==> config.mk <==
export PLATFORM = sky130hd
export DESIGN_NAME = merge_write_buffer
export DESIGN_NICKNAME = d
export VERILOG_FILES = /design/src/rtl/mwb_pkg.sv /design/src/rtl/mwb_lanes.sv /design/src/rtl/mwb_slot.sv /design/src/rtl/mwb_match.sv /design/src/rtl/mwb_order.sv /design/src/rtl/merge_write_buffer.sv
export SDC_FILE = /design/constraint.sdc
export NUM_CORES = 2
export LEC_CHECK = 0
export CAP_MARGIN = 20
export CORE_UTILIZATION = 40
export CTS_CLUSTER_SIZE = 24
export DETAILED_ROUTE_END_ITERATION = 10
export DONT_BUFFER_PORTS = 1
export MAX_ROUTING_LAYER = met4
export PLACE_DENSITY_LB_ADDON = 0.2
export REMOVE_ABC_BUFFERS = 1
export SETUP_SLACK_MARGIN = 0.2
export SLEW_MARGIN = 15
export SYNTH_ARGS = -nofsm -noshare
export SYNTH_HDL_FRONTEND = slang
export SYNTH_SLANG_ARGS = --single-unit
==> constraint.sdc <==
create_clock -name clk -period 5.3 [get_ports clk]
set_clock_uncertainty 0.05 [all_clocks]
set_input_delay 0.53 -clock clk [delete_from_list [all_inputs] [get_ports clk]]
set_output_delay 0.53 -clock clk [all_outputs]
set_load 0.1 [all_outputs]
==> src/rtl/mwb_pkg.sv <==
// Package: shared defaults for the coalescing store buffer.
// Assumes: the top and the bench read their default sizes from here.
package mwb_pkg;
    localparam int DEF_SLOTS  = 4;   // number of block slots
    localparam int DEF_WORDS  = 4;   // words per block
    localparam int DEF_WORD_W = 32;  // bits per word
    localparam int DEF_ADDR_W = 30;  // word-address width

    // Slot occupancy state
    typedef enum logic {SLOT_EMPTY = 1'b0, SLOT_HELD = 1'b1} slot_state_e;
endpackage

==> src/rtl/mwb_lanes.sv <==
// Module: spreads one store word across the lanes of a block.
// Assumes: WORDS >= 2 and a power of two; WORD_W is a multiple of 8.
module mwb_lanes #(
    parameter  int WORDS  = 4,
    parameter  int WORD_W = 32,
    localparam int BYTES  = WORD_W / 8,
    localparam int WSEL_W = $clog2(WORDS),
    localparam int BLK_B  = WORDS * BYTES,
    localparam int BLK_W  = WORDS * WORD_W
) (
    input  logic [WSEL_W-1:0] word_sel,
    input  logic [BYTES-1:0]  be,
    input  logic [WORD_W-1:0] wdata,
    output logic [BLK_B-1:0]  lane_mask,
    output logic [BLK_W-1:0]  lane_data
);
    // One lane group per word: enables only in the selected word, data copied everywhere
    for (genvar w = 0; w < WORDS; w++) begin : g_word
        assign lane_mask[w*BYTES +: BYTES]   = (word_sel == WSEL_W'(w)) ? be : '0;
        assign lane_data[w*WORD_W +: WORD_W] = wdata;
    end
endmodule

==> src/rtl/mwb_slot.sv <==
// Module: storage for one block slot (address, data, byte mask, state).
// Assumes: load and merge are never high together; release frees the slot.
module mwb_slot #(
    parameter int BLK_AW = 28,
    parameter int BLK_B  = 16,
    localparam int BLK_W = BLK_B * 8
) (
    input  logic              clk,
    input  logic              rst_n,
    input  logic              load,
    input  logic              merge,
    input  logic              release_i,
    input  logic [BLK_AW-1:0] blk_in,
    input  logic [BLK_B-1:0]  lane_mask,
    input  logic [BLK_W-1:0]  lane_data,
    output logic              held,
    output logic [BLK_AW-1:0] blk,
    output logic [BLK_W-1:0]  data,
    output logic [BLK_B-1:0]  mask
);
    import mwb_pkg::*;

    slot_state_e state;

    assign held = (state == SLOT_HELD);

    // Track occupancy: claimed on load, freed on release
    always_ff @(posedge clk) begin
        if (!rst_n) begin
            state <= SLOT_EMPTY;
        end else if (load) begin
            state <= SLOT_HELD;
        end else if (release_i) begin
            state <= SLOT_EMPTY;
        end
    end

    // Block address and mask: restart on load, accumulate on merge
    always_ff @(posedge clk) begin
        if (!rst_n) begin
            blk  <= '0;
            mask <= '0;
        end else if (load) begin
            blk  <= blk_in;
            mask <= lane_mask;
        end else if (merge) begin
            mask <= mask | lane_mask;
        end
    end

    // Byte data: each enabled lane takes the newest store byte
    always_ff @(posedge clk) begin
        if (!rst_n) begin
            data <= '0;
        end else begin
            for (int i = 0; i < BLK_B; i++) begin
                if ((load || merge) && lane_mask[i]) begin
                    data[i*8 +: 8] <= lane_data[i*8 +: 8];
                end
            end
        end
    end
endmodule

==> src/rtl/mwb_match.sv <==
// Module: compares a store's block with every held slot except the oldest.
// Assumes: at most one slot can match; the lowest index wins if several do.
module mwb_match #(
    parameter  int SLOTS  = 4,
    parameter  int BLK_AW = 28,
    localparam int PTR_W  = $clog2(SLOTS)
) (
    input  logic [SLOTS-1:0]             slot_held,
    input  logic [SLOTS-1:0][BLK_AW-1:0] slot_blk,
    input  logic [PTR_W-1:0]             head,
    input  logic [BLK_AW-1:0]            probe_blk,
    output logic [SLOTS-1:0]             hit_vec,
    output logic                         hit,
    output logic [PTR_W-1:0]             hit_idx
);
    // One comparator per slot; the slot offered to memory is left out
    for (genvar i = 0; i < SLOTS; i++) begin : g_cmp
        assign hit_vec[i] = slot_held[i] && (head != PTR_W'(i)) &&
                            (slot_blk[i] == probe_blk);
    end

    assign hit = |hit_vec;

    // Encode the matching slot index
    always_comb begin
        hit_idx = '0;
        for (int i = SLOTS - 1; i >= 0; i--) begin
            if (hit_vec[i]) hit_idx = PTR_W'(i);
        end
    end
endmodule

==> src/rtl/mwb_order.sv <==
// Module: claim and drain pointers plus occupancy count, oldest first.
// Assumes: push is never high when full; pop is never high when empty.
module mwb_order #(
    parameter  int SLOTS = 4,
    localparam int PTR_W = $clog2(SLOTS),
    localparam int OCC_W = PTR_W + 1
) (
    input  logic             clk,
    input  logic             rst_n,
    input  logic             push,
    input  logic             pop,
    output logic [PTR_W-1:0] head,
    output logic [PTR_W-1:0] tail,
    output logic [OCC_W-1:0] occ
);
    function automatic logic [PTR_W-1:0] step(input logic [PTR_W-1:0] p);
        return (p == PTR_W'(SLOTS - 1)) ? '0 : p + 1'b1;
    endfunction

    // Advance pointers and adjust occupancy
    always_ff @(posedge clk) begin
        if (!rst_n) begin
            head <= '0;
            tail <= '0;
            occ  <= '0;
        end else begin
            if (push) tail <= step(tail);
            if (pop)  head <= step(head);
            case ({push, pop})
                2'b10:   occ <= occ + 1'b1;
                2'b01:   occ <= occ - 1'b1;
                default: occ <= occ;
            endcase
        end
    end
endmodule

==> src/rtl/merge_write_buffer.sv <==
// Module: coalescing store buffer between a write-through cache and memory.
// Stores merge into a held block slot that has the same block address; the oldest
// slot drains to memory through a valid/ack port and cannot merge.
// Assumes: SLOTS >= 2, WORDS >= 2 and powers of two; st_addr is a word address.
module merge_write_buffer #(
    parameter  int SLOTS  = mwb_pkg::DEF_SLOTS,
    parameter  int WORDS  = mwb_pkg::DEF_WORDS,
    parameter  int WORD_W = mwb_pkg::DEF_WORD_W,
    parameter  int ADDR_W = mwb_pkg::DEF_ADDR_W,
    localparam int BYTES  = WORD_W / 8,
    localparam int WSEL_W = $clog2(WORDS),
    localparam int BLK_AW = ADDR_W - WSEL_W,
    localparam int BLK_B  = WORDS * BYTES,
    localparam int BLK_W  = WORDS * WORD_W
) (
    input  logic              clk,
    input  logic              rst_n,
    input  logic              st_valid,
    output logic              st_ready,
    input  logic [ADDR_W-1:0] st_addr,
    input  logic [WORD_W-1:0] st_data,
    input  logic [BYTES-1:0]  st_be,
    output logic              mw_valid,
    input  logic              mw_ack,
    output logic [BLK_AW-1:0] mw_addr,
    output logic [BLK_W-1:0]  mw_data,
    output logic [BLK_B-1:0]  mw_mask
);
    localparam int PTR_W = $clog2(SLOTS);
    localparam int OCC_W = PTR_W + 1;

    logic [BLK_AW-1:0] st_blk;
    logic [BLK_B-1:0]  lane_mask;
    logic [BLK_W-1:0]  lane_data;

    logic [SLOTS-1:0]             slot_held;
    logic [SLOTS-1:0][BLK_AW-1:0] slot_blk;
    logic [SLOTS-1:0][BLK_W-1:0]  slot_data;
    logic [SLOTS-1:0][BLK_B-1:0]  slot_mask;

    logic [SLOTS-1:0] hit_vec;
    logic             hit;
    logic [PTR_W-1:0] hit_idx;
    logic [PTR_W-1:0] head;
    logic [PTR_W-1:0] tail;
    logic [OCC_W-1:0] occ;

    logic full;
    logic accept;
    logic push;
    logic pop;

    assign st_blk = st_addr[ADDR_W-1:WSEL_W];

    mwb_lanes #(.WORDS(WORDS), .WORD_W(WORD_W)) u_lanes (
        .word_sel  (st_addr[WSEL_W-1:0]),
        .be        (st_be),
        .wdata     (st_data),
        .lane_mask (lane_mask),
        .lane_data (lane_data)
    );

    mwb_match #(.SLOTS(SLOTS), .BLK_AW(BLK_AW)) u_match (
        .slot_held (slot_held),
        .slot_blk  (slot_blk),
        .head      (head),
        .probe_blk (st_blk),
        .hit_vec   (hit_vec),
        .hit       (hit),
        .hit_idx   (hit_idx)
    );

    mwb_order #(.SLOTS(SLOTS)) u_order (
        .clk   (clk),
        .rst_n (rst_n),
        .push  (push),
        .pop   (pop),
        .head  (head),
        .tail  (tail),
        .occ   (occ)
    );

    // Handshake decisions for this cycle
    always_comb begin
        full     = (occ == OCC_W'(SLOTS));
        st_ready = hit || !full;
        accept   = st_valid && st_ready;
        push     = accept && !hit;
        mw_valid = (occ != '0);
        pop      = mw_valid && mw_ack;
    end

    // One slot per entry, each steered by claim, merge and drain selects
    for (genvar i = 0; i < SLOTS; i++) begin : g_slot
        mwb_slot #(.BLK_AW(BLK_AW), .BLK_B(BLK_B)) u_slot (
            .clk       (clk),
            .rst_n     (rst_n),
            .load      (push && (tail == PTR_W'(i))),
            .merge     (accept && hit && (hit_idx == PTR_W'(i))),
            .release_i (pop && (head == PTR_W'(i))),
            .blk_in    (st_blk),
            .lane_mask (lane_mask),
            .lane_data (lane_data),
            .held      (slot_held[i]),
            .blk       (slot_blk[i]),
            .data      (slot_data[i]),
            .mask      (slot_mask[i])
        );
    end

    // Memory port shows the oldest slot
    always_comb begin
        mw_addr = slot_blk[head];
        mw_data = slot_data[head];
        mw_mask = slot_mask[head];
    end
endmodule

==> results.sh <==
export IMPL_cts_root_buf="clkbuf_16"
export IMPL_crit_slowest_cell="dfxtp_4"
export IMPL_grtUsageTotal_pct=25.5
export IMPL_hold_end="g_slot[1].u_slot.data[33]$_SDFFE_PN0P_"
export IMPL_cp_required_ps=4720
export IMPL_drive_gt1_share_pct=12.9
export IMPL_boundaryPins=244
export IMPL_dp_hpwl_um=62200
export IMPL_fin_crit_sh_pct=85.3
export IMPL_drtAntennaViolNets=0
export IMPL_nets=3089
export IMPL_startpoint_type="flip-flop"
export IMPL_arrival_ps=3940
export IMPL_end_kind="primary output"
export IMPL_hold_depth=2
export IMPL_ys_ff_latch=699
export IMPL_ir_drop_mv=0.285
export IMPL_setup_viol=0
export IMPL_p_leak_nw=11.8
export IMPL_synth_area_um2=32100
export IMPL_crit_chain="inv_1 > ha_1 > nand3b_1 > nor4_1 > and2_1 > a311o_2 > buf_4 > or3_1 > buf_12"
export IMPL_worst_r2r_cell_count=14
export IMPL_slew_violations=259
export IMPL_pre_cts_slack_ps=1270
export IMPL_die_x_um=285
export IMPL_grt_max_degree=620
export IMPL_grt_first_pass_wirelength_um=153000
export IMPL_outcome="finished with violations"
export IMPL_htreeDepth=3
export IMPL_relSlewSlack_pct=-18.5
export IMPL_placed_cell_area_um2=32400
export IMPL_viasPerCell=5.75
export IMPL_cts_sinks=699
export IMPL_grt_pass1_vias=23400
export IMPL_wl_per_cell_um=25.0
export IMPL_fin_util_pct=44.8
export IMPL_die_y_um=285
export IMPL_cts_buffers=78
export IMPL_violations="slew limit"
export IMPL_path_class="flip-flop to primary output"
export IMPL_core_area_um2=79100
export IMPL_p_per_area_nw_per_um2=390
export IMPL_yosysUniqueCellTypes=53
export IMPL_cts_tree="yes"
export IMPL_synth_edf_count=0
export IMPL_grt_antenna_before_repair=2
export IMPL_clockBufferDepth=3
export IMPL_yosysWarnings=0
export IMPL_hold_path_startpoint="rst_n"
export IMPL_grt_overflow=0
export IMPL_drc=0
export IMPL_worst_pin_slew_ps=1780
export IMPL_gp_congestion=0.909
export IMPL_drt_initial_drc_count=1819
export IMPL_crit_path_max_fanout=43
export IMPL_postCtsSetupBuffers=0
export IMPL_ff2ff_setup_slack_ps=1260
export IMPL_syn_avg_cell_area_um2=10.1
export IMPL_cts_clk_slew_worst_paths_ps=60
export IMPL_cap_viol_max_count=0
export IMPL_fmax_mhz=221
export IMPL_timing_rr_start="u_order.head[0]$_SDFFE_PN0P_"
export IMPL_hold_violations=0
export IMPL_fin_crit_ps=4520
export IMPL_slowest_delay_ps=750
export IMPL_ys_flop_type="dfxtp_1"
export IMPL_rsz0062_at_grt="false"
export IMPL_io_buffers=0
export IMPL_hold_class="input port to flip-flop"
export IMPL_via_count=23700
export IMPL_wl_um=103000
export IMPL_clk_latency_ps=630
export IMPL_ctsResizeCount=0
export IMPL_p_total_mw=13.8
export IMPL_synth_cells=3185
export IMPL_synthArstFlopShare_pct=0
export IMPL_timing_final_ws_setup_ps=777
export IMPL_dieArea_um2=81400
export IMPL_initial_core_util_pct=40.6
export IMPL_first_pass_iters=6
export IMPL_num_rows=103
export IMPL_final_cell_area_um2=35500
export IMPL_rr_endpoint="u_order.occ[2]$_SDFFE_PN0P_"
export IMPL_synth_seq_area_share_pct=43.6
export IMPL_syn2layout_area_growth_pct=10.6
[how the worst max path moves through the flow]
stage                                 start                                    end  slack [ps]  depth (start not counted)
6_report       u_order.head[0]$_SDFFE_PN0P_                               st_ready         780                          9
3_5_place_dp                    st_addr[18]  g_slot[3].u_slot.data[8]$_SDFFE_PN0P_        1270                          9
3_3_place_gp                    st_addr[18]  g_slot[3].u_slot.data[8]$_SDFFE_PN0P_        1300                          9
5_1_grt        u_order.head[0]$_SDFFE_PN0P_                               st_ready         480                          9
2_1_floorplan  u_order.head[0]$_SDFFE_PN0P_  g_slot[0].u_slot.data[0]$_SDFFE_PN0P_       -7680                          7
4_1_cts        u_order.head[0]$_SDFFE_PN0P_                               st_ready         700                          9
[layer usage]
| metal | global-route usage [%] | share of wire, % | vias to the layer above |
|---|---|---|---|
| li1 | - | - | 10800 |
| met1 | 31.5 | 41 | 11900 |
| met2 | 41.8 | 49 | 819 |
| met3 | 5.22 | 7.0 | 176 |
| met4 | 7.90 | 3.0 | 0 |
| met5 | - | 0 | - |
[cell type report]
cell class,instances,area [µm²]
Fill cell,7433,43600
Multi-Input combinational cell,2124,16600
Sequential cell,699,14000
Clock buffer,114,2270
Tap cell,1050,1310
Timing Repair Buffer,68,686
Clock inverter,30,457
Inverter,38,148
Antenna cell,3,7.51
[synthesized netlist by cell type, types with 6 or more instances]
library cell / instances / area [µm²]
a211oi_1: 17 / 128
a21oi_1: 179 / 896
and2_1: 17 / 106
buf_1: 31 / 116
buf_2: 50 / 250
buf_4: 37 / 278
buf_6: 13 / 146
clkbuf_1: 191 / 717
dfxtp_1: 699 / 14000
ha_1: 9 / 113
inv_1: 38 / 143
mux2i_1: 470 / 4700
mux4_2: 172 / 3870
nand2_1: 622 / 2330
nand3_1: 138 / 691
nand4_1: 32 / 200
nor2_1: 17 / 63.8
nor2_4: 6 / 67.6
nor2_8: 10 / 200
nor3_1: 18 / 90.1
nor4_1: 14 / 87.6
o21ai_0: 170 / 851
o21ai_1: 6 / 30.0
o2bb2ai_1: 48 / 420
or3_1: 31 / 194
xnor2_1: 76 / 666
xor2_1: 33 / 289
[report_power, final]
| group | switching [mW] | internal (mW) | total, mW |
|---|---|---|---|
| clock | 2.32 | 3.40 | 5.71 |
| sequential | 0.152 | 5.39 | 5.54 |
| combinational | 1.87 | 0.700 | 2.57 |
[critical path, delay by kind of cell (launching register included)]
family          cells  cell delay [ps]
compound gates      1              350
fa+ha+maj           1              270
buf+inv             3             1020
flops               1              750
simple gates        4              890
[per-stage QoR]
step | hold slack [ps] | TNS (ps) | cells
floorplan | 376 | -4156310 | 2861
global placement | 383 | 0 | 3943
detailed placement | 391 | 0 | 3944
CTS | 2.14 | 0 | 4123
global route | 4.74 | 0 | 4124
finish | 10.6 | 0 | 4126
[registers in the layout (all words and copies together) (netlist names)]
name	flops
g_slot.u_slot.blk	112
g_slot.u_slot.data	512
g_slot.u_slot.held	4
g_slot.u_slot.mask	64
u_order.head	2
u_order.occ	3
u_order.tail	2
[timing repair]
action,in CTS,in global routing
hold endpoints to repair,131,0
hold buffers,35,0
endpoints found under the setup margin,0,0
[placed cells by master (no fill, tap or decap), drive strengths merged, types with 14 or more instances in the layout]
master / synthesis / final
o21ai: 176 / 176
clkbuf: 192 / 114
or3: 31 / 31
nand2: 624 / 624
nor3: 18 / 18
o2bb2ai: 48 / 48
nor2: 33 / 33
clkinv: 0 / 16
dlygate4sd3: 0 / 35
xnor2: 81 / 81
nand4: 32 / 32
a211oi: 17 / 17
nor4: 14 / 14
mux4: 172 / 172
inv: 38 / 43
and2: 19 / 19
dfxtp: 699 / 699
nand3: 138 / 138
buf: 132 / 33
a21oi: 179 / 179
mux2i: 470 / 470
xor2: 33 / 33
[kinds of logic after synthesis]
family / after synthesis / synth area share (%)
AND/OR/NAND/NOR: 930 / 13.2
flip-flops: 699 / 43.6
multiplexers: 642 / 26.7
AO/OA/AOI/OAI: 428 / 7.51
buffers and inverters: 362 / 5.22
XOR/XNOR: 114 / 3.26
adder cells (fa/ha/maj): 10 / 0.413
(Power assumes the default switching activity.)
